## src/rtl/sq_pkg.sv

```systemverilog
package sq_pkg;
  localparam int CRC_W = 16;
  localparam logic [CRC_W-1:0] CRC_POLY = 16'h1021;

  // one serial CRC step, MSB-first feed
  function automatic logic [CRC_W-1:0] crc_step(input logic [CRC_W-1:0] c, input logic b);
    logic fb;
    logic [CRC_W-1:0] n;
    fb = c[CRC_W-1] ^ b;
    n = {c[CRC_W-2:0], 1'b0};
    if (fb) n = n ^ CRC_POLY;
    return n;
  endfunction
endpackage

```

## src/rtl/sq_rise_sync.sv

```systemverilog
module sq_rise_sync #(
  parameter int STAGES = 2
) (
  input  logic clk,
  input  logic rst_n,
  input  logic async_in,
  output logic rise
);
  logic [STAGES-1:0] sync_q;
  logic prev_q;

  always_ff @(posedge clk or negedge rst_n) begin
    if (!rst_n) begin
      sync_q <= '0;
      prev_q <= 1'b0;
    end else begin
      sync_q <= {sync_q[STAGES-2:0], async_in};
      prev_q <= sync_q[STAGES-1];
    end
  end

  assign rise = sync_q[STAGES-1] && !prev_q;

  assert_single_rise_R6: assert property (@(posedge clk) disable iff (!rst_n)
    rise |=> !rise);
endmodule

```

## src/rtl/sq_crc16.sv

```systemverilog
module sq_crc16 (
  input  logic clk,
  input  logic rst_n,
  input  logic clr,
  input  logic en,
  input  logic din,
  output logic [sq_pkg::CRC_W-1:0] crc
);
  import sq_pkg::*;

  always_ff @(posedge clk or negedge rst_n) begin
    if (!rst_n) crc <= '0;
    else if (clr) crc <= '0;
    else if (en) crc <= crc_step(crc, din);
  end

  assert_crc_hold_R3: assert property (@(posedge clk) disable iff (!rst_n)
    (!clr && !en) |=> $stable(crc));
endmodule

```

## src/rtl/sq_assembler.sv

```systemverilog
module sq_assembler #(
  parameter int SYNC_FRAMES = 2,
  parameter int DATA_BITS = 80
) (
  input  logic clk,
  input  logic rst_n,
  input  logic blk_sync,
  input  logic frm_stb,
  input  logic q_bit,
  output logic word_valid,
  output logic word_pass,
  output logic [DATA_BITS-1:0] word_data
);
  import sq_pkg::*;

  localparam int TOTAL = SYNC_FRAMES + DATA_BITS + CRC_W;
  localparam int FW = $clog2(TOTAL + 1);
  localparam logic [FW-1:0] DATA_LO = FW'(SYNC_FRAMES);
  localparam logic [FW-1:0] PAR_LO  = FW'(SYNC_FRAMES + DATA_BITS);
  localparam logic [FW-1:0] LAST    = FW'(TOTAL - 1);

  logic in_blk;
  logic [FW-1:0] fcnt;
  logic [CRC_W-1:0] par_sr;
  logic [CRC_W-1:0] crc;
  logic [CRC_W-1:0] final_par;
  logic take, in_data, in_par, pass_now;

  assign take     = frm_stb && in_blk && !blk_sync;
  assign in_data  = take && (fcnt >= DATA_LO) && (fcnt < PAR_LO);
  assign in_par   = take && (fcnt >= PAR_LO);
  assign final_par = {par_sr[CRC_W-2:0], q_bit};
  assign pass_now = (crc == ~final_par);

  sq_crc16 u_crc (
    .clk(clk), .rst_n(rst_n), .clr(blk_sync), .en(in_data), .din(q_bit), .crc(crc)
  );

  always_ff @(posedge clk or negedge rst_n) begin
    if (!rst_n) begin
      in_blk     <= 1'b0;
      fcnt       <= '0;
      par_sr     <= '0;
      word_data  <= '0;
      word_valid <= 1'b0;
      word_pass  <= 1'b0;
    end else begin
      word_valid <= 1'b0;
      if (blk_sync) begin
        in_blk <= 1'b1;
        fcnt   <= '0;
      end else if (take) begin
        fcnt <= fcnt + 1'b1;
        if (in_data) word_data <= {word_data[DATA_BITS-2:0], q_bit};
        if (in_par) par_sr <= final_par;
        if (fcnt == LAST) begin
          in_blk     <= 1'b0;
          word_valid <= 1'b1;
          word_pass  <= pass_now;
        end
      end
    end
  end

  assert_fcnt_bound_R13: assert property (@(posedge clk) disable iff (!rst_n)
    fcnt <= FW'(TOTAL));
  assert_one_word_R13: assert property (@(posedge clk) disable iff (!rst_n)
    word_valid |=> !word_valid);
  assert_idle_after_word_R13: assert property (@(posedge clk) disable iff (!rst_n)
    (word_valid && !blk_sync) |-> !in_blk);
endmodule

```

## src/rtl/sq_readout.sv

```systemverilog
module sq_readout #(
  parameter int DATA_BITS = 80,
  parameter int HOLD_CYCLES = 189665
) (
  input  logic clk,
  input  logic rst_n,
  input  logic word_valid,
  input  logic word_pass,
  input  logic [DATA_BITS-1:0] word_data,
  input  logic rd_rise,
  input  logic msb_first,
  output logic sq_data,
  output logic sq_ready
);
  localparam int BW = $clog2(DATA_BITS);
  localparam int HW = $clog2(HOLD_CYCLES + 1);
  localparam logic [BW-1:0] LASTB = BW'(DATA_BITS - 1);
  localparam logic [HW-1:0] HLAST = HW'(HOLD_CYCLES - 1);

  logic [DATA_BITS-1:0] hold;
  logic reading, order_q, load, order_eff;
  logic [BW-1:0] bcnt, idx;
  logic [HW-1:0] tmr;

  assign load = word_valid && word_pass;

  always_ff @(posedge clk or negedge rst_n) begin
    if (!rst_n) begin
      hold     <= '0;
      reading  <= 1'b0;
      sq_ready <= 1'b0;
      order_q  <= 1'b0;
      bcnt     <= '0;
      tmr      <= '0;
    end else if (reading) begin
      if (rd_rise) begin
        if (bcnt == LASTB) begin
          reading <= 1'b0;
          bcnt    <= '0;
        end else begin
          bcnt <= bcnt + 1'b1;
        end
      end
    end else if (sq_ready && rd_rise) begin
      reading  <= 1'b1;
      sq_ready <= 1'b0;
      order_q  <= msb_first;
      bcnt     <= BW'(1);
      tmr      <= '0;
    end else if (load) begin
      hold     <= word_data;
      sq_ready <= 1'b1;
      tmr      <= '0;
    end else if (sq_ready) begin
      if (tmr == HLAST) begin
        sq_ready <= 1'b0;
        tmr      <= '0;
      end else begin
        tmr <= tmr + 1'b1;
      end
    end
  end

  assign order_eff = reading ? order_q : msb_first;
  assign idx = order_eff ? (LASTB - bcnt) : bcnt;
  assign sq_data = (sq_ready || reading) ? hold[idx] : 1'b0;

  assert_ready_not_reading_R7: assert property (@(posedge clk) disable iff (!rst_n)
    !(sq_ready && reading));
  assert_ready_source_R3: assert property (@(posedge clk) disable iff (!rst_n)
    $rose(sq_ready) |-> $past(word_valid && word_pass));
  assert_no_overwrite_R8: assert property (@(posedge clk) disable iff (!rst_n)
    (reading && load) |=> $stable(hold));
  assert_bitcnt_range_R6: assert property (@(posedge clk) disable iff (!rst_n)
    bcnt <= LASTB);
  assert_idle_quiet_R12: assert property (@(posedge clk) disable iff (!rst_n)
    (!sq_ready && !reading) |-> (bcnt == '0));
  assert_order_locked_R5: assert property (@(posedge clk) disable iff (!rst_n)
    (reading && $past(reading)) |-> $stable(order_q));
endmodule

```

## src/rtl/sq_q_reader.sv

```systemverilog
module sq_q_reader #(
  parameter int SYNC_FRAMES = 2,
  parameter int DATA_BITS = 80,
  parameter int HOLD_CYCLES = 189665,
  parameter int SYNC_STAGES = 2
) (
  input  logic clk,
  input  logic rst_n,
  input  logic blk_sync,
  input  logic frm_stb,
  input  logic q_bit,
  input  logic rd_clk,
  input  logic msb_first,
  output logic sq_data,
  output logic sq_ready
);
  logic word_valid, word_pass, rd_rise;
  logic [DATA_BITS-1:0] word_data;

  sq_rise_sync #(.STAGES(SYNC_STAGES)) u_sync (
    .clk(clk), .rst_n(rst_n), .async_in(rd_clk), .rise(rd_rise)
  );

  sq_assembler #(.SYNC_FRAMES(SYNC_FRAMES), .DATA_BITS(DATA_BITS)) u_asm (
    .clk(clk), .rst_n(rst_n), .blk_sync(blk_sync), .frm_stb(frm_stb), .q_bit(q_bit),
    .word_valid(word_valid), .word_pass(word_pass), .word_data(word_data)
  );

  sq_readout #(.DATA_BITS(DATA_BITS), .HOLD_CYCLES(HOLD_CYCLES)) u_out (
    .clk(clk), .rst_n(rst_n), .word_valid(word_valid), .word_pass(word_pass),
    .word_data(word_data), .rd_rise(rd_rise), .msb_first(msb_first),
    .sq_data(sq_data), .sq_ready(sq_ready)
  );

  assert_quiet_after_reset_R1: assert property (@(posedge clk) disable iff (!rst_n)
    $rose(sq_ready) |-> $past(word_valid));
endmodule

```

## config.mk

```make
export PLATFORM = sky130hd
export DESIGN_NAME = sq_q_reader
export DESIGN_NICKNAME = d
export VERILOG_FILES = /design/src/rtl/sq_pkg.sv /design/src/rtl/sq_rise_sync.sv /design/src/rtl/sq_crc16.sv /design/src/rtl/sq_assembler.sv /design/src/rtl/sq_readout.sv /design/src/rtl/sq_q_reader.sv
export SDC_FILE = /design/constraint.sdc
export NUM_CORES = 1
export LEC_CHECK = 0
export ABC_AREA = 0
export BUFFER_PORTS_ARGS = -buffer_cell sky130_fd_sc_hd__buf_4
export CAP_MARGIN = 25
export CORE_MARGIN = 2
export CORE_UTILIZATION = 25
export CTS_CLUSTER_SIZE = 24
export DETAILED_ROUTE_END_ITERATION = 8
export GPL_ROUTABILITY_DRIVEN = 0
export SLEW_MARGIN = 20
export SYNTH_ARGS = -nofsm -noshare
export SYNTH_HDL_FRONTEND = slang
export SYNTH_SLANG_ARGS = --single-unit
export TNS_END_PERCENT = 20
```

## constraint.sdc

```tcl
create_clock -name clk -period 4.2 [get_ports clk]
set_input_delay 0.21 -clock clk [delete_from_list [all_inputs] [get_ports clk]]
set_output_delay 0.21 -clock clk [all_outputs]
set_load 0.01 [all_outputs]
```

After elaboration in Yosys (flattened, before gate mapping)
Cells that the tools add are included.
{"block": "op_classes", "n_addsub": 4, "mul": 0, "n_div": 0, "order_cmp": 4, "eq_ne": 5, "shift": 0, "n_mux": 32, "bitwise_logic": 6, "reduce_logical": 24}
{"operator": "18-bit two-way mux", "count": 4}
{"operator": "7-bit two-way mux", "count": 7}
{"operator": "16-bit two-way mux", "count": 2}
{"operator": "18-bit by 1-bit adder with 18-bit output, second input constant", "count": 1}
{"operator": "18-bit equality test, second input constant", "count": 1}
{"operator": "1-bit two-way mux", "count": 17}
{"operator": "16-bit equality test", "count": 1}
{"operator": "16-bit inverter", "count": 1}
{"operator": "7-bit by 1-bit adder with 7-bit output, second input constant", "count": 2}
{"operator": "7-bit equality test, second input constant", "count": 2}
{"operator": "13-bit two-way mux", "count": 1}
{"operator": "3-bit AND reduction", "count": 4}
{"operator": "1-bit logical AND", "count": 8}
{"operator": "7-bit by 8-bit less-than comparator with 1-bit output, second input constant", "count": 1}
{"operator": "2-bit AND reduction", "count": 4}
{"operator": "2-bit nonzero test", "count": 4}
{"operator": "1-bit binary-select mux with 7-bit select", "count": 1}
{"operator": "7-bit by 2-bit >= comparator with 1-bit output, second input constant", "count": 1}
{"operator": "7-bit >= comparator, second input constant", "count": 1}
{"operator": "7-bit less-than comparator, second input constant", "count": 1}
{"operator": "7-bit subtractor, first input constant", "count": 1}
{"operator": "1-bit inverter", "count": 3}
{"operator": "3-bit inverter", "count": 1}
{"operator": "3-bit nonzero test", "count": 1}
{"operator": "other kinds (4)", "count": 5}
{"block": "totals", "regBits": 232, "latchBits": 0, "mem_bits_rw": 0, "romBits": 0, "inputBits": 7, "wordCells": 90, "n_memories": 0}

Logic depth before layout (Yosys ltp)
Gate-level depths: netlist of run 1.
{"block": "depth", "depth_word": 6, "ltp_mapped": 12, "ltp_nobuf": 10}

Cells and area by module
Synthesis of run 1 repeated with hierarchy kept, for this count alone.
{"block": "hier_totals", "cells_unflattened": 897, "area_unflattened_um2": 11115.7}
{"module": "sq_readout", "n_inst": 1, "cells_each": 561, "area_per_inst_um2": 6047.0, "seq_area_each_um2": 2702.6}
{"module": "sq_assembler", "n_inst": 1, "cells_each": 274, "area_per_inst_um2": 4291.6, "seq_area_each_um2": 2627.5}
{"module": "sq_crc16", "n_inst": 1, "cells_each": 58, "area_per_inst_um2": 688.2, "seq_area_each_um2": 400.4}
{"module": "sq_rise_sync", "n_inst": 1, "cells_each": 4, "area_per_inst_um2": 88.8, "seq_area_each_um2": 75.1}

Worst setup path after synthesis of run 1
OpenSTA, ideal clock, no wires.
{"block": "synth_path", "path_type": "register to output", "from": "register u_out.reading", "to": "output port sq_data", "arrival_time_ns": 2.333, "path_slack_ns": 1.657, "path_stages_with_launch": 11, "n_path_buf": 3, "cell_sequence": "dfrtp_1 -> buf_6 -> mux2i_2 -> buf_6 -> buf_6 -> mux4_2 -> mux2_2 -> o21ai_1 -> nand2_1 -> a2111oi_0 -> o21ai_1"}
{"block": "synth_between", "elab_chain_cells": 5, "elab_cells_between_ends": 6, "classes_between": "5 x mux; 1 x reduce/logical"}
{"element": "start: declaration", "line_no": "sq_readout.sv:21", "source": "logic reading, order_q, load, order_eff;"}
{"element": "start signal: assignment", "line_no": "sq_readout.sv:30", "source": "reading <= 1'b0;"}
{"element": "start signal: assignment", "line_no": "sq_readout.sv:38", "source": "reading <= 1'b0;"}
{"element": "start signal: assignment", "line_no": "sq_readout.sv:45", "source": "reading <= 1'b1;"}
{"element": "1-bit two-way mux", "line_no": "sq_readout.sv:64", "source": "assign order_eff = reading ? order_q : msb_first;"}
{"element": "7-bit two-way mux", "line_no": "sq_readout.sv:65", "source": "assign idx = order_eff ? (LASTB - bcnt) : bcnt;"}
{"element": "1-bit binary-select mux with 7-bit select", "line_no": "sq_readout.sv:66", "source": "assign sq_data = (sq_ready || reading) ? hold[idx] : 1'b0;"}
{"element": "1-bit two-way mux (implied by the code)", "line_no": "sq_readout.sv:66"}
{"element": "1-bit two-way mux (*)", "line_no": "sq_readout.sv:66"}
{"element": "end: declaration", "line_no": "sq_q_reader.sv:14", "source": "output logic sq_data,"}
Every way passes the cells marked *; elsewhere a longest branch is shown, timed or not. The select of a mux whose other input is x is not followed.

Final worst setup path of run 1
Same ends and word-level chain as after synthesis.

==> out/metrics.cfg, run 1 <==
[status]
status = completed

[place]
place_inst = 1458
dp_hpwl_mm = 14.03
numPortBuffers = 8

[critical_path]
worstSetupPathType = flip-flop to output port
startpoint_type = flip-flop
path_buf_inv = 2
slowest_delay_ps = 640
crit_chain = mux2i_4 -> buf_16 -> nand2_4 -> nor3_2 -> a2bb2oi_1 -> a2bb2oi_1 -> a2111oi_0 -> or4b_1 -> o21ai_1 -> buf_4
endpoint_kind = output port
cp_top_family = simple AND/OR/NAND/NOR gates
crit_fanout = 17
required_ps = 3990
critPathArrivalTime_ps = 3710
cp_slowest_cell = dfrtp_1
crit_top_cell = a2bb2oi_1

[clocking]
cts-root-buf = clkbuf_16
tritoncts.num_buffers = 24
cts_sinks = 232
clk_latency_ps = 520
clockBufferDepth = 3
path_clk_slew_ps = 60
cts_tree = done
htree_num_levels = 1

[die]
rows = 77
die_x_um = 214.2
initial_core_util = 0.2514
die_height_um = 214.2
core_mm2 = 0.04393
io_pins = 9
dieArea_mm2 = 0.04588

[drt]
top_layer = met4
drtPass1Iterations = 5
wl_met1_mm = 10.30
wl_met3_um = 698
wire_per_inst_um = 14.30
wl_met2_mm = 10.16
ant_nets = 0
via_count = 6910
finalWirelength_mm = 21.53
drc = 0
avgViaCountPerCell = 4.588
drt_iter0_markers = 362

[finish]
final_nets = 911
fillers = 4554
syn_to_final_growth_pct = 14.56
regArea_mm2 = 0.005807
final_cell_count_no_fill = 1506
diodes = 0
post-route-util = 0.2880
drive_gt1_frac = 0.2976
multi_input_area_mm2 = 0.004905

[power]
p_sw_frac = 0.2119
power.share.combinational = 0.031
total_power_mw = 4.627
p_sw_mw = 0.9803
sequentialPowerShare = 0.490
powerDensity_mw_per_mm2 = 365.7
p_int_mw = 3.647
vdd_drop_max_uv = 214.8
p_clk_frac = 0.480
p_leak_nw = 5.711

[timing]
maxClockFrequency_mhz = 254.9
rsz0062_at_grt = no
final-hold-violation-count = 0
finalCritPeriodShare = 0.9341
report.final.slew_viol_count = 0
setup_viol = 0
maxSlewHeadroom = 0.3209
period_needed_ps = 3923
setup_tns_ps = 0
hold_ws_ps = 68.79
clock_skew_ps = 26.11
worst_pin_slew_ps = 1019

[global_routing]
gr-total-overflow = 0
antenna_found_initial = 0
grt_max_degree = 106
grtUsageTotal = 0.09404
grt_pass1_vias = 7036
grt_pass1_wl_mm = 36.97

[yosys]
netlist_top_cells_count = dfrtp_1, mux2_2, nor2_1
yosysWarnings = 0
synth_edf_count = 0
synth.avg_cell_area_um2 = 12.29
ys_seq_area_frac = 0.5256
synth_area_mm2 = 0.01105
ys.flop_type = dfrtp_1
ys_top_cells_by_area = dfrtp_1, mux2_2, mux4_2
synth_top_cell_area_share = 0.5256
yosysUniqueCellTypes = 68
synthesis.nets = 914
synth_top_cell_by_area = dfrtp_1
syn_inst = 899
ys_seq_elements = 232
async_reset_ff_frac = 1.000
synth_most_common_cell = dfrtp_1

[hold_path]
hp-class = primary input to flip-flop

[job]
maxCapViolations = 0

[sequential cells by signal, summed over array words and instances, names as in the netlist, 2 cells and up]
signal           count
u_out.hold          80
u_out.bcnt           7
u_asm.fcnt           7
u_asm.word_data     80
u_asm.u_crc.crc     16
u_sync.sync_q        2
u_asm.par_sr        15
u_out.tmr           18
[cells in the final DEF (no fill, tap or decap), types with 5 or more instances in the layout]
cell type	Yosys	routed
a2111oi_0	7	7
a21oi_1	21	21
a31oi_1	7	7
and3_1	8	8
buf_4	2	14
clkbuf_16	0	25
clkinv_2	0	7
dfrtp_1	232	231
ha_1	8	8
inv_1	21	21
mux2_2	180	180
mux2i_1	16	16
mux4_2	14	14
nand2_1	45	45
nand2b_1	8	8
nand3_1	23	23
nand3b_1	14	14
nand4_1	10	10
nor2_1	51	51
nor2b_1	5	5
nor3_1	10	10
nor4_1	10	10
o21ai_0	41	41
xnor2_1	27	27
xor2_1	10	10
[path summary, 6_finish.rpt]
kind	startpoint	endpoint	slack, ps	cells past startpoint
min	blk_sync	u_asm.u_crc.crc[15]	70	2
min reg2reg	u_sync.sync_q[0]	u_sync.sync_q[1]	350	0
max reg2reg	u_asm.fcnt[3]	u_asm.word_data[65]	1620	4
min in group asynchronous	rst_n	u_asm.word_data[36]	320	2
max in group asynchronous	rst_n	u_asm.u_crc.crc[14]	2830	3
max	u_out.reading	sq_data	280	10
[power by group through the flow]
stage / Combinational [mW] / Clock, mW / Sequential, mW
finish: 0.142 / 2.22 / 2.27
global route: 0.160 / 2.39 / 2.27
CTS: 0.147 / 2.29 / 2.26
detailed placement: 0.143 / 0 / 2.31
global placement: 0.138 / 0 / 2.31
floorplan: 0.0738 / 0 / 2.30
[routing by layer]
layer | vias to the layer above | global-route usage
met2 | 95 | 0.1566
met5 | - | 0
met3 | 25 | 0.01163
met4 | 0 | 0.02546
li1 | 3248 | -
met1 | 3542 | 0.1291
[final cells by class]
| cell class | instances | share of cell area |
|---|---|---|
| inverters | 23 | 0.006823 |
| clock buffers | 31 | 0.05439 |
| repair buffers | 24 | 0.02175 |
| well taps | 592 | 0.05854 |
| clock inverters | 13 | 0.01196 |
| multi-input cells | 591 | 0.3876 |
| flip-flops and latches | 232 | 0.4589 |
[what timing repair did]
| action | in CTS | in global routing |
|---|---|---|
| resized for setup | 0 | 0 |
| hold buffers | 4 | 0 |
| buffers inserted | 0 | 0 |
| hold endpoints to repair | 107 | 0 |
[logic make-up (layout without fill, tap and decap cells)]
logic type | count (synthesis) | after routing | share of synthesized area
XOR/XNOR | 38 | 38 | 0.03081
buffers and inverters | 76 | 91 | 0.03296
adder cells (fa/ha/maj) | 8 | 8 | 0.009062
multiplexers | 213 | 213 | 0.2315
flip-flops | 232 | 232 | 0.5256
AND/OR/NAND/NOR | 213 | 213 | 0.1014
AO/OA/AOI/OAI | 119 | 119 | 0.06865
[stage by stage]
step / area (µm²) / setup slack (ps)
after CTS: 12650 / 253.9
final: 12650 / 276.8
after floorplan: 11050 / 1657
after detailed placement: 11770 / 796.0
after global placement: 11720 / 650.4
after global routing: 12650 / 35.93
Power figures use the tool's default switching activity.
==> inputs of run 2 (changes only) <==
- clock period: 4.2 -> 4.9 ns (I/O delays scaled with it)
==> run 2 against run 1 <==
Clock skew shrank 12 ps; clock power is 22% lower; register-to-register slack better by 490 ps; critical path depth stayed put; power shrank 18%; critical path type unchanged; largest cell class unchanged.
==> out/metrics.cfg, run 2 (synthesis gave the netlist of run 1 again) <==
[status]
status = completed

[place]
dp_hpwl_mm = 13.84  ; -1.4%
place_area_mm2 = 0.01170  ; -0.64%
numPortBuffers = 8  ; unchanged

[finish]
drive_gt1_frac = 0.2870  ; -0.01062
layout_common_cells = dfrtp_1, mux2_2, nor2_1
mostFrequentLayoutCell = dfrtp_1
diodes = 0  ; unchanged
final_cell_area_mm2 = 0.01246  ; -1.5%
fillers = 4512  ; -0.92%
final_nets = 905  ; -0.66%
syn_to_final_growth_pct = 12.82
largestRegisters = u_asm.word_data x80, u_out.hold x80, u_out.tmr x18

[die]
initial_core_util = 0.2514  ; unchanged
io_pins = 9  ; unchanged
core_mm2 = 0.04393  ; unchanged
rows = 77  ; unchanged
die_height_um = 214.2  ; unchanged
dieArea_mm2 = 0.04588  ; unchanged
die_x_um = 214.2  ; unchanged

[critical_path]
slowest_delay_ps = 650  ; about the same
cp_top_family = simple AND/OR/NAND/NOR gates
startpoint_type = flip-flop
worstSetupPathType = flip-flop to output port
critPathArrivalTime_ps = 3830  ; +120 ps
endpoint_kind = output port
crit_chain = mux2i_4 -> buf_4 -> nand2_4 -> nor3_2 -> a2bb2oi_1 -> a2bb2oi_1 -> a2111oi_0 -> or4b_1 -> o21ai_1 -> buf_4
crit_fanout = 18  ; +1
cp_slowest_cell = dfrtp_1
required_ps = 4660  ; +670 ps
path_buf_inv = 2  ; unchanged

[drt]
drc = 0  ; unchanged
drtPass1Iterations = 4  ; -1
top_layer = met4
avgViaCountPerCell = 4.603  ; +0.32%
wl_met1_mm = 10.43  ; +1.3%
drt_iter0_markers = 442  ; +22%
via_count = 6895  ; -0.22%
ant_nets = 0  ; unchanged
finalWirelength_mm = 21.21  ; -1.5%
wl_met3_um = 708  ; +1.4%
wire_per_inst_um = 14.16  ; -0.96%
wl_met2_mm = 9.600  ; -5.5%

[timing]
clock_skew_ps = 13.74  ; -12.38 ps
setup_tns_ps = 0  ; unchanged
setup_viol = 0  ; unchanged
worst_pin_slew_ps = 972.6  ; -46.09 ps
maxClockFrequency_mhz = 245.5
rsz0062_at_grt = no
period_needed_ps = 4073
finalCritPeriodShare = 0.8313
final-hold-violation-count = 0  ; unchanged
report.final.slew_viol_count = 0  ; unchanged
maxSlewHeadroom = 0.3486  ; +0.02770

[global_routing]
grt_pass1_vias = 6800  ; -3.4%
grtUsageTotal = 0.09227  ; -0.001770
antenna_found_initial = 0  ; unchanged
grt_pass1_wl_mm = 35.98  ; -2.7%
gr-total-overflow = 0  ; unchanged
grt_max_degree = 126  ; +19%

[clocking]
cts_setup_buffers = 0  ; unchanged
cts_resized = 0  ; unchanged
clk_latency_ps = 520  ; about the same
tritoncts.num_buffers = 23  ; -4.2%
cts_hold_buf = 2  ; -2
path_clk_slew_ps = 60  ; about the same
cts_sinks = 232  ; unchanged
clockBufferDepth = 3  ; unchanged
cts-root-buf = clkbuf_16
cts_tree = done
htree_num_levels = 1  ; unchanged

[power]
vdd_drop_max_uv = 236.3  ; +10%
powerDensity_mw_per_mm2 = 304.9  ; -17%
p_leak_nw = 5.603  ; -1.9%

[job]
maxCapViolations = 0  ; unchanged

[hold_path]
hp-class = primary input to flip-flop

==> run 2: metrics by stage <==
stage | instances | power (mW) | setup slack (ps) | hold WS [ps] | util
6_report | 1498 | 3.800 | 826.5 | 27.42 | 0.2837
5_1_grt | 1498 | 3.961 | 614.0 | 23.26 | 0.2837
4_1_cts | 1498 | 3.868 | 824.3 | 10.88 | 0.2837
3_5_place_dp | 1455 | 2.094 | 1397 | 335.5 | 0.2663
3_3_place_gp | 1454 | 2.092 | 1446 | 340.9 | 0.2658
2_1_floorplan | 899 | 2.037 | 2322 | -50.59 | -
==> run 2: power breakdown <==
group          internal [mW]  switching (mW)
Clock                   1.03           0.712
Sequential              1.93          0.0107
Combinational         0.0374          0.0771
Total                   3.00           0.799
==> run 2: layer usage <==
metal / vias to the layer above / track usage
met5: - / 0
met2: 101 / 0.1470
met1: 3509 / 0.1305
met4: 0 / 0.02986
li1: 3244 / -
met3: 41 / 0.01135
==> run 2: worst paths after layout <==
check	from	endpoint	slack, ps	cells past startpoint
setup / recovery	u_out.reading	sq_data	830	10
hold / removal	msb_first	u_out.order_q	30	2
min in group asynchronous	rst_n	u_asm.word_data[36]	340	2
setup reg to reg	u_asm.fcnt[3]	u_asm.word_data[55]	2110	4
max in group asynchronous	rst_n	u_out.bcnt[0]	3350	3
hold reg to reg	u_sync.sync_q[0]	u_sync.sync_q[1]	380	0
==> run 2: area by class of cell <==
type                            instances  area, µm²  share of cell area
Multi-Input combinational cell        591       4905              0.3936
Timing Repair Buffer                   19      180.2             0.01446
Inverter                               23      86.33            0.006928
Clock inverter                          6      82.58            0.006626
Sequential cell                       232       5807              0.4660
Tap cell                              592      740.7             0.05944
Clock buffer                           35      660.6             0.05301
